### src/rtl/ssi_master_pkg.sv
package ssi_master_pkg;
   typedef enum logic [1:0] {
      ST_IDLE  = 2'd0,
      ST_LEAD  = 2'd1,
      ST_BITS  = 2'd2,
      ST_GAP   = 2'd3
   } ssi_state_e;
endpackage

### src/rtl/ssi_period_cnt.sv
module ssi_period_cnt #(
   parameter int CNT_W = 8
) (
   input  logic             clk,
   input  logic             rst_n,
   input  logic             run_i,
   input  logic [CNT_W-1:0] limit_i,
   output logic             end_o
);
   logic [CNT_W-1:0] cnt_q;

   assign end_o = run_i && (cnt_q == limit_i - CNT_W'(1));

   always_ff @(posedge clk or negedge rst_n) begin
      if (!rst_n)
         cnt_q <= '0;
      else if (!run_i || end_o)
         cnt_q <= '0;
      else
         cnt_q <= cnt_q + CNT_W'(1);
   end

   AST_CNT_IN_RANGE: assert property (@(posedge clk) disable iff (!rst_n)
      (run_i && limit_i != '0) |-> (cnt_q < limit_i));
endmodule

### src/rtl/ssi_rx_lane.sv
module ssi_rx_lane #(
   parameter int MAX_BITS = 32
) (
   input  logic                clk,
   input  logic                rst_n,
   input  logic                arm_i,
   input  logic                sample_i,
   input  logic                commit_i,
   input  logic                sdat_i,
   output logic [MAX_BITS-1:0] word_o,
   output logic                fault_o
);
   logic [MAX_BITS-1:0] sh_q;
   logic [MAX_BITS-1:0] sh_next;

   assign sh_next = {sh_q[MAX_BITS-2:0], sdat_i};

   always_ff @(posedge clk or negedge rst_n) begin
      if (!rst_n) begin
         sh_q    <= '0;
         word_o  <= '0;
         fault_o <= 1'b0;
      end else begin
         if (arm_i) begin
            sh_q    <= '0;
            fault_o <= ~sdat_i;
         end else if (sample_i) begin
            sh_q <= sh_next;
         end
         if (commit_i)
            word_o <= sh_next;
      end
   end

   AST_WORD_HOLD: assert property (@(posedge clk) disable iff (!rst_n)
      !commit_i |=> $stable(word_o));
   AST_FAULT_HOLD: assert property (@(posedge clk) disable iff (!rst_n)
      !arm_i |=> $stable(fault_o));
endmodule

### src/rtl/ssi_frame_master.sv
module ssi_frame_master
   import ssi_master_pkg::*;
#(
   parameter int MAX_BITS = 32,
   parameter int NUM_CH   = 3,
   parameter int DIV_W    = 8,
   parameter int TMO_W    = 12,
   localparam int LEN_W   = $clog2(MAX_BITS) + 1
) (
   input  logic                       clk,
   input  logic                       rst_n,
   input  logic                       start_i,
   input  logic                       abort_i,
   input  logic [LEN_W-1:0]           word_len_i,
   input  logic [DIV_W-1:0]           half_div_i,
   input  logic [TMO_W-1:0]           gap_len_i,
   input  logic [NUM_CH-1:0]          sdat_i,
   output logic                       sclk_o,
   output logic                       done_o,
   output logic [NUM_CH*MAX_BITS-1:0] word_o,
   output logic [NUM_CH-1:0]          fault_o
);
   if (MAX_BITS < 2) begin : g_bad_bits
      $error("MAX_BITS must be at least 2");
   end
   if (NUM_CH < 1 || NUM_CH > 3) begin : g_bad_ch
      $error("NUM_CH must be 1 to 3");
   end
   if (DIV_W < 1 || TMO_W < 1) begin : g_bad_w
      $error("counter widths must be positive");
   end

   ssi_state_e       state_q;
   logic             sclk_q, done_q, pend_q;
   logic [LEN_W-1:0] bit_q, len_q, len_eff;
   logic [DIV_W-1:0] half_q, half_eff;
   logic [TMO_W-1:0] gap_q, gap_eff;
   logic             busy, tick, gap_end, rise, fall;
   logic             abort_act, sample, last, launch;

   always_comb begin
      if (word_len_i == '0)
         len_eff = LEN_W'(1);
      else if (word_len_i > LEN_W'(MAX_BITS))
         len_eff = LEN_W'(MAX_BITS);
      else
         len_eff = word_len_i;
   end
   assign half_eff = (half_div_i == '0) ? DIV_W'(1) : half_div_i;
   assign gap_eff  = (gap_len_i == '0)  ? TMO_W'(1) : gap_len_i;

   assign busy      = (state_q == ST_LEAD) || (state_q == ST_BITS);
   assign abort_act = busy && abort_i;
   assign rise      = tick && !sclk_q;
   assign fall      = tick && sclk_q;
   assign sample    = (state_q == ST_BITS) && rise && !abort_act;
   assign last      = sample && (bit_q == len_q - LEN_W'(1));
   assign launch    = ((state_q == ST_IDLE) && start_i) ||
                      ((state_q == ST_GAP) && gap_end && (pend_q || start_i));

   ssi_period_cnt #(.CNT_W(DIV_W)) u_half (
      .clk(clk), .rst_n(rst_n), .run_i(busy), .limit_i(half_q), .end_o(tick));

   ssi_period_cnt #(.CNT_W(TMO_W)) u_gap (
      .clk(clk), .rst_n(rst_n), .run_i(state_q == ST_GAP), .limit_i(gap_q), .end_o(gap_end));

   always_ff @(posedge clk or negedge rst_n) begin
      if (!rst_n) begin
         state_q <= ST_IDLE;
         sclk_q  <= 1'b1;
         done_q  <= 1'b0;
         pend_q  <= 1'b0;
         bit_q   <= '0;
         len_q   <= LEN_W'(1);
         half_q  <= DIV_W'(1);
         gap_q   <= TMO_W'(1);
      end else begin
         done_q <= 1'b0;
         if (launch) begin
            state_q <= ST_LEAD;
            sclk_q  <= 1'b0;
            bit_q   <= '0;
            pend_q  <= 1'b0;
            len_q   <= len_eff;
            half_q  <= half_eff;
            gap_q   <= gap_eff;
         end else begin
            case (state_q)
               ST_LEAD: begin
                  if (abort_act) begin
                     state_q <= ST_GAP;
                     sclk_q  <= 1'b1;
                  end else if (tick) begin
                     sclk_q <= ~sclk_q;
                     if (fall) state_q <= ST_BITS;
                  end
               end
               ST_BITS: begin
                  if (abort_act) begin
                     state_q <= ST_GAP;
                     sclk_q  <= 1'b1;
                  end else if (tick) begin
                     sclk_q <= ~sclk_q;
                     if (rise) bit_q <= bit_q + LEN_W'(1);
                     if (last) begin
                        state_q <= ST_GAP;
                        done_q  <= 1'b1;
                     end
                  end
               end
               ST_GAP: begin
                  if (start_i) pend_q <= 1'b1;
                  if (gap_end) state_q <= ST_IDLE;
               end
               default: ;
            endcase
         end
      end
   end

   assign sclk_o = sclk_q;
   assign done_o = done_q;

   for (genvar g = 0; g < NUM_CH; g++) begin : g_lane
      ssi_rx_lane #(.MAX_BITS(MAX_BITS)) u_lane (
         .clk      (clk),
         .rst_n    (rst_n),
         .arm_i    (launch),
         .sample_i (sample),
         .commit_i (last),
         .sdat_i   (sdat_i[g]),
         .word_o   (word_o[g*MAX_BITS +: MAX_BITS]),
         .fault_o  (fault_o[g]));
   end

   // Checker state: HIGH-run length of the clock and whether any burst has ended.
   logic [TMO_W-1:0] hi_run_q;
   logic             seen_q;
   always_ff @(posedge clk or negedge rst_n) begin
      if (!rst_n) begin
         hi_run_q <= '0;
         seen_q   <= 1'b0;
      end else begin
         if (!sclk_q)
            hi_run_q <= '0;
         else if (hi_run_q != '1)
            hi_run_q <= hi_run_q + TMO_W'(1);
         if (state_q == ST_GAP)
            seen_q <= 1'b1;
      end
   end

   AST_IDLE_HIGH: assert property (@(posedge clk) disable iff (!rst_n)
      (state_q == ST_IDLE || state_q == ST_GAP) |-> sclk_o);
   AST_DONE_PULSE: assert property (@(posedge clk) disable iff (!rst_n)
      done_o |=> !done_o);
   AST_ABORT_QUIET: assert property (@(posedge clk) disable iff (!rst_n)
      abort_act |=> (sclk_o && !done_o));
   AST_GAP_MIN: assert property (@(posedge clk) disable iff (!rst_n)
      ($fell(sclk_o) && state_q == ST_LEAD && seen_q) |-> (hi_run_q >= $past(gap_q)));
endmodule

### config.mk
export PLATFORM = sky130hd
export DESIGN_NAME = ssi_frame_master
export DESIGN_NICKNAME = d
export VERILOG_FILES = /design/src/rtl/ssi_master_pkg.sv /design/src/rtl/ssi_period_cnt.sv /design/src/rtl/ssi_rx_lane.sv /design/src/rtl/ssi_frame_master.sv
export SDC_FILE = /design/constraint.sdc
export NUM_CORES = 1
export LEC_CHECK = 0
export ABC_AREA = 1
export CORE_ASPECT_RATIO = 0.8
export CORE_MARGIN = 2
export CORE_UTILIZATION = 25
export DETAILED_ROUTE_END_ITERATION = 10
export PLACE_DENSITY_LB_ADDON = 0.2
export SLEW_MARGIN = 5
export SYNTH_ARGS = -nofsm -noshare
export SYNTH_HDL_FRONTEND = slang
export SYNTH_HIERARCHICAL = 1
export SYNTH_SLANG_ARGS = --single-unit
### constraint.sdc
create_clock -name clk -period 4.45 [get_ports clk]
set_input_delay 0.445 -clock clk [delete_from_list [all_inputs] [get_ports clk]]
set_output_delay 0.445 -clock clk [all_outputs]
set_load 0.05 [all_outputs]
==> out/qor.yml <==
synth_seq_area_share: 0.549
cts_resized: 0
internal-power_uw: 4400
synth_area_um2: 11400
fp.dieArea_um2: 47200
multi_input_area_um2: 4020
dieWidth_um: 242
start_kind: "flop"
clock_latency_ns: 0.56
p_leak_uw: 0.00698
ant_nets: 0
cp-end-kind: "flop"
pin_count: 134
cts.htree.levels: 1
synth_ff_type: "dfrtp_1"
dp_slack_ns: 0.881
crit_required_ns: 4.94
avgViaCountPerCell: 4.13
grt_overflow_total: 0
slew_headroom: 0.487
grtUsageTotal: 0.114
report.final.slew_viol_count: 0
ys_types: 35
drt-initial-drc-count: 625
wl_um: 26400
path_class: "flop to flop"
final_nets: 1503
place.gp.congestion: 0.753
fin_crit_ns: 3.56
wl_per_cell_um: 12.7
rows: 69
n_antenna_cell: 0
final_cell_mix: "454 x nand2_1, 245 x dfrtp_1, 161 x inv_1"
syn-num-nets: 1383
grt_start_max_net_pins: 115
ys_warn_count: 6
hold_path_class: "primary input to async pin"
cp_max_fo: 58
tightestPinTransition_ns: 0.769
avgSynthCellArea_um2: 8.48
antenna_found_initial: 0
drive_gt1_frac: 0.0703
clkTransAtPathRegs_ns: 0.06
first_pass_iters: 5
cts_made_buffers: 29
max-cap-violations: 0
period_share: 0.800
fin_cells: 2083
placed_cells_incl_taps: 2031
cts.sinks: 249
synthArstFlopShare: 1.00
max_freq_ghz: 0.281
syn2layout_area_growth_pct: 23.9
status: "finished, final reports clean"
port_buffers: 133
ir_worst_vdd_mv: 0.269
dp_hpwl_um: 16800
fin_skew_ns: 0.0171
pwr-share-seq: 0.396
dieHeight_um: 195
synth-seq-cells: 249
drc: 0
fin_area_um2: 14100
cts_tree: "done"
grt_pass1_vias: 8548
cts_setup_buffers: 0
mostFrequentLayoutCell: "nand2_1"
combPwrFrac: 0.241
fin_ws_ns: 0.890
placed_area_um2: 13100
num-fill-cells: 4751
design.core.area_um2: 44600
start_util: 0.254
final-hold-violation-count: 0
power.net_switching_uw: 2210
grt_first_pass_wirelength_um: 45100
synth_enable_flop_cells: 0
setup_tns_ns: 0
setup_violations: 0
clk_path_buf_depth: 3
regArea_um2: 6240
crit_arrival_ns: 4.05
clock-root-buffer: "clkbuf_16"
num_vias: 8598
power.density_nw_per_um2: 470
synth_cells: 1340
swShare: 0.335
pwr-share-clk: 0.363
rsz0062_at_grt: "no"
through the flow:
stage,hold WS (ns),total power (uW),utilization
final,0.446,6620,0.315
after detailed placement,0.467,4280,0.293
after global routing,0.455,7090,0.315
after global placement,0.462,4270,0.293
after floorplan,0.149,3920,-
after CTS,0.430,6740,0.315
layout make-up:
| cell class | count | area share |
|---|---|---|
| sequential | 249 | 0.443 |
| clock inverter | 7 | 0.00694 |
| inverter | 169 | 0.0457 |
| tap | 603 | 0.0536 |
| timing repair buffer | 144 | 0.104 |
| clock buffer | 44 | 0.0613 |
| multi-input combinational | 867 | 0.285 |
worst max-delay path: stages, from the launching register on:
cell	delay, ns
dfstp_2	0.55
inv_1	0.09
ha_1	0.32
nand2_1	0.07
inv_1	0.03
nor2_1	0.07
nand2_1	0.06
nor2_1	0.10
nand3_1	0.07
nor2_1	0.08
nand2_1	0.10
nor2_1	0.27
nand3_2	0.13
nor2_4	0.11
buf_4	0.62
buf_4	0.54
nand3_1	0.14
nand2_1	0.10
flip-flops by register name, summed over array words and instances, names as in the netlist:
signal / cells
bit_q: 6
done_o: 1
g_lane.u_lane/fault_o: 3
g_lane.u_lane/sh_q: 93
g_lane.u_lane/word_o: 96
gap_q: 12
half_q: 8
len_q: 6
pend_q: 1
sclk_o: 1
state_q: 2
u_gap/cnt_q: 12
u_half/cnt_q: 8
power by group through the flow:
stage               clock [uW]  sequential (uW)  combinational (uW)
global route              2590             2650                1840
CTS                       2490             2630                1620
detailed placement           0             2670                1620
global placement             0             2660                1600
floorplan                    0             2690                1230
finish                    2400             2620                1590
kinds of logic (layout without fill, tap and decap cells):
logic type,after synthesis,count (layout),share of synthesized area
simple gates,695,695,0.262
compound gates,135,135,0.0600
flops,249,249,0.549
xor+xnor,27,27,0.0208
fa+ha+maj,10,10,0.0110
buf+inv,224,364,0.0974
repair_timing:
action,CTS,global route
endpoints found under the hold margin,80,0
hold buffers,1,0
endpoints found under the setup margin,0,0
cell usage after synthesis, types with 2 or more instances:
cell	number	share of area
nand3b_1	3	0.0020
ha_1	10	0.011
buf_6	22	0.022
nand3_2	5	0.0044
nand3_1	128	0.056
nor3_2	2	0.0018
nor4_1	4	0.0022
nor3_1	2	0.00088
inv_1	162	0.054
buf_2	11	0.0048
o21ai_1	105	0.046
nand2_1	454	0.15
nand2_2	8	0.0044
dfrtp_1	245	0.54
buf_4	16	0.011
nor2_2	12	0.0066
clkbuf_4	6	0.0040
nor2_4	8	0.0079
a21oi_1	9	0.0040
nand4_1	4	0.0022
xnor2_1	8	0.0062
inv_2	5	0.0017
o22ai_1	2	0.0011
dfstp_2	4	0.0093
nor2_1	61	0.020
xor2_1	19	0.015
o21ai_0	17	0.0075
path summary, 6_finish.rpt:
| kind | from | to | slack (ns) | depth (start not counted) |
|---|---|---|---|---|
| max | half_q[0] | g_lane[2].u_lane/sh_q[26] | 0.89 | 17 |
| max reg2reg | half_q[0] | g_lane[2].u_lane/sh_q[26] | 0.89 | 17 |
| min in group clk | half_div_i[6] | half_q[6] | 0.45 | 3 |
| max in group asynchronous | rst_n | g_lane[0].u_lane/sh_q[12] | 2.76 | 3 |
| min | rst_n | g_lane[2].u_lane/word_o[19] | 0.45 | 2 |
| min reg2reg | g_lane[0].u_lane/sh_q[30] | g_lane[0].u_lane/sh_q[30] | 0.48 | 2 |
routing by layer:
layer  global-route usage  share of wire  up-vias
li1                     -              -     4415
met1                0.169           0.52     4009
met2                0.170           0.42      138
met3               0.0224          0.040       36
met4               0.0267          0.022        0
met5                    0              0        -
Power figures use the tool's default switching activity.
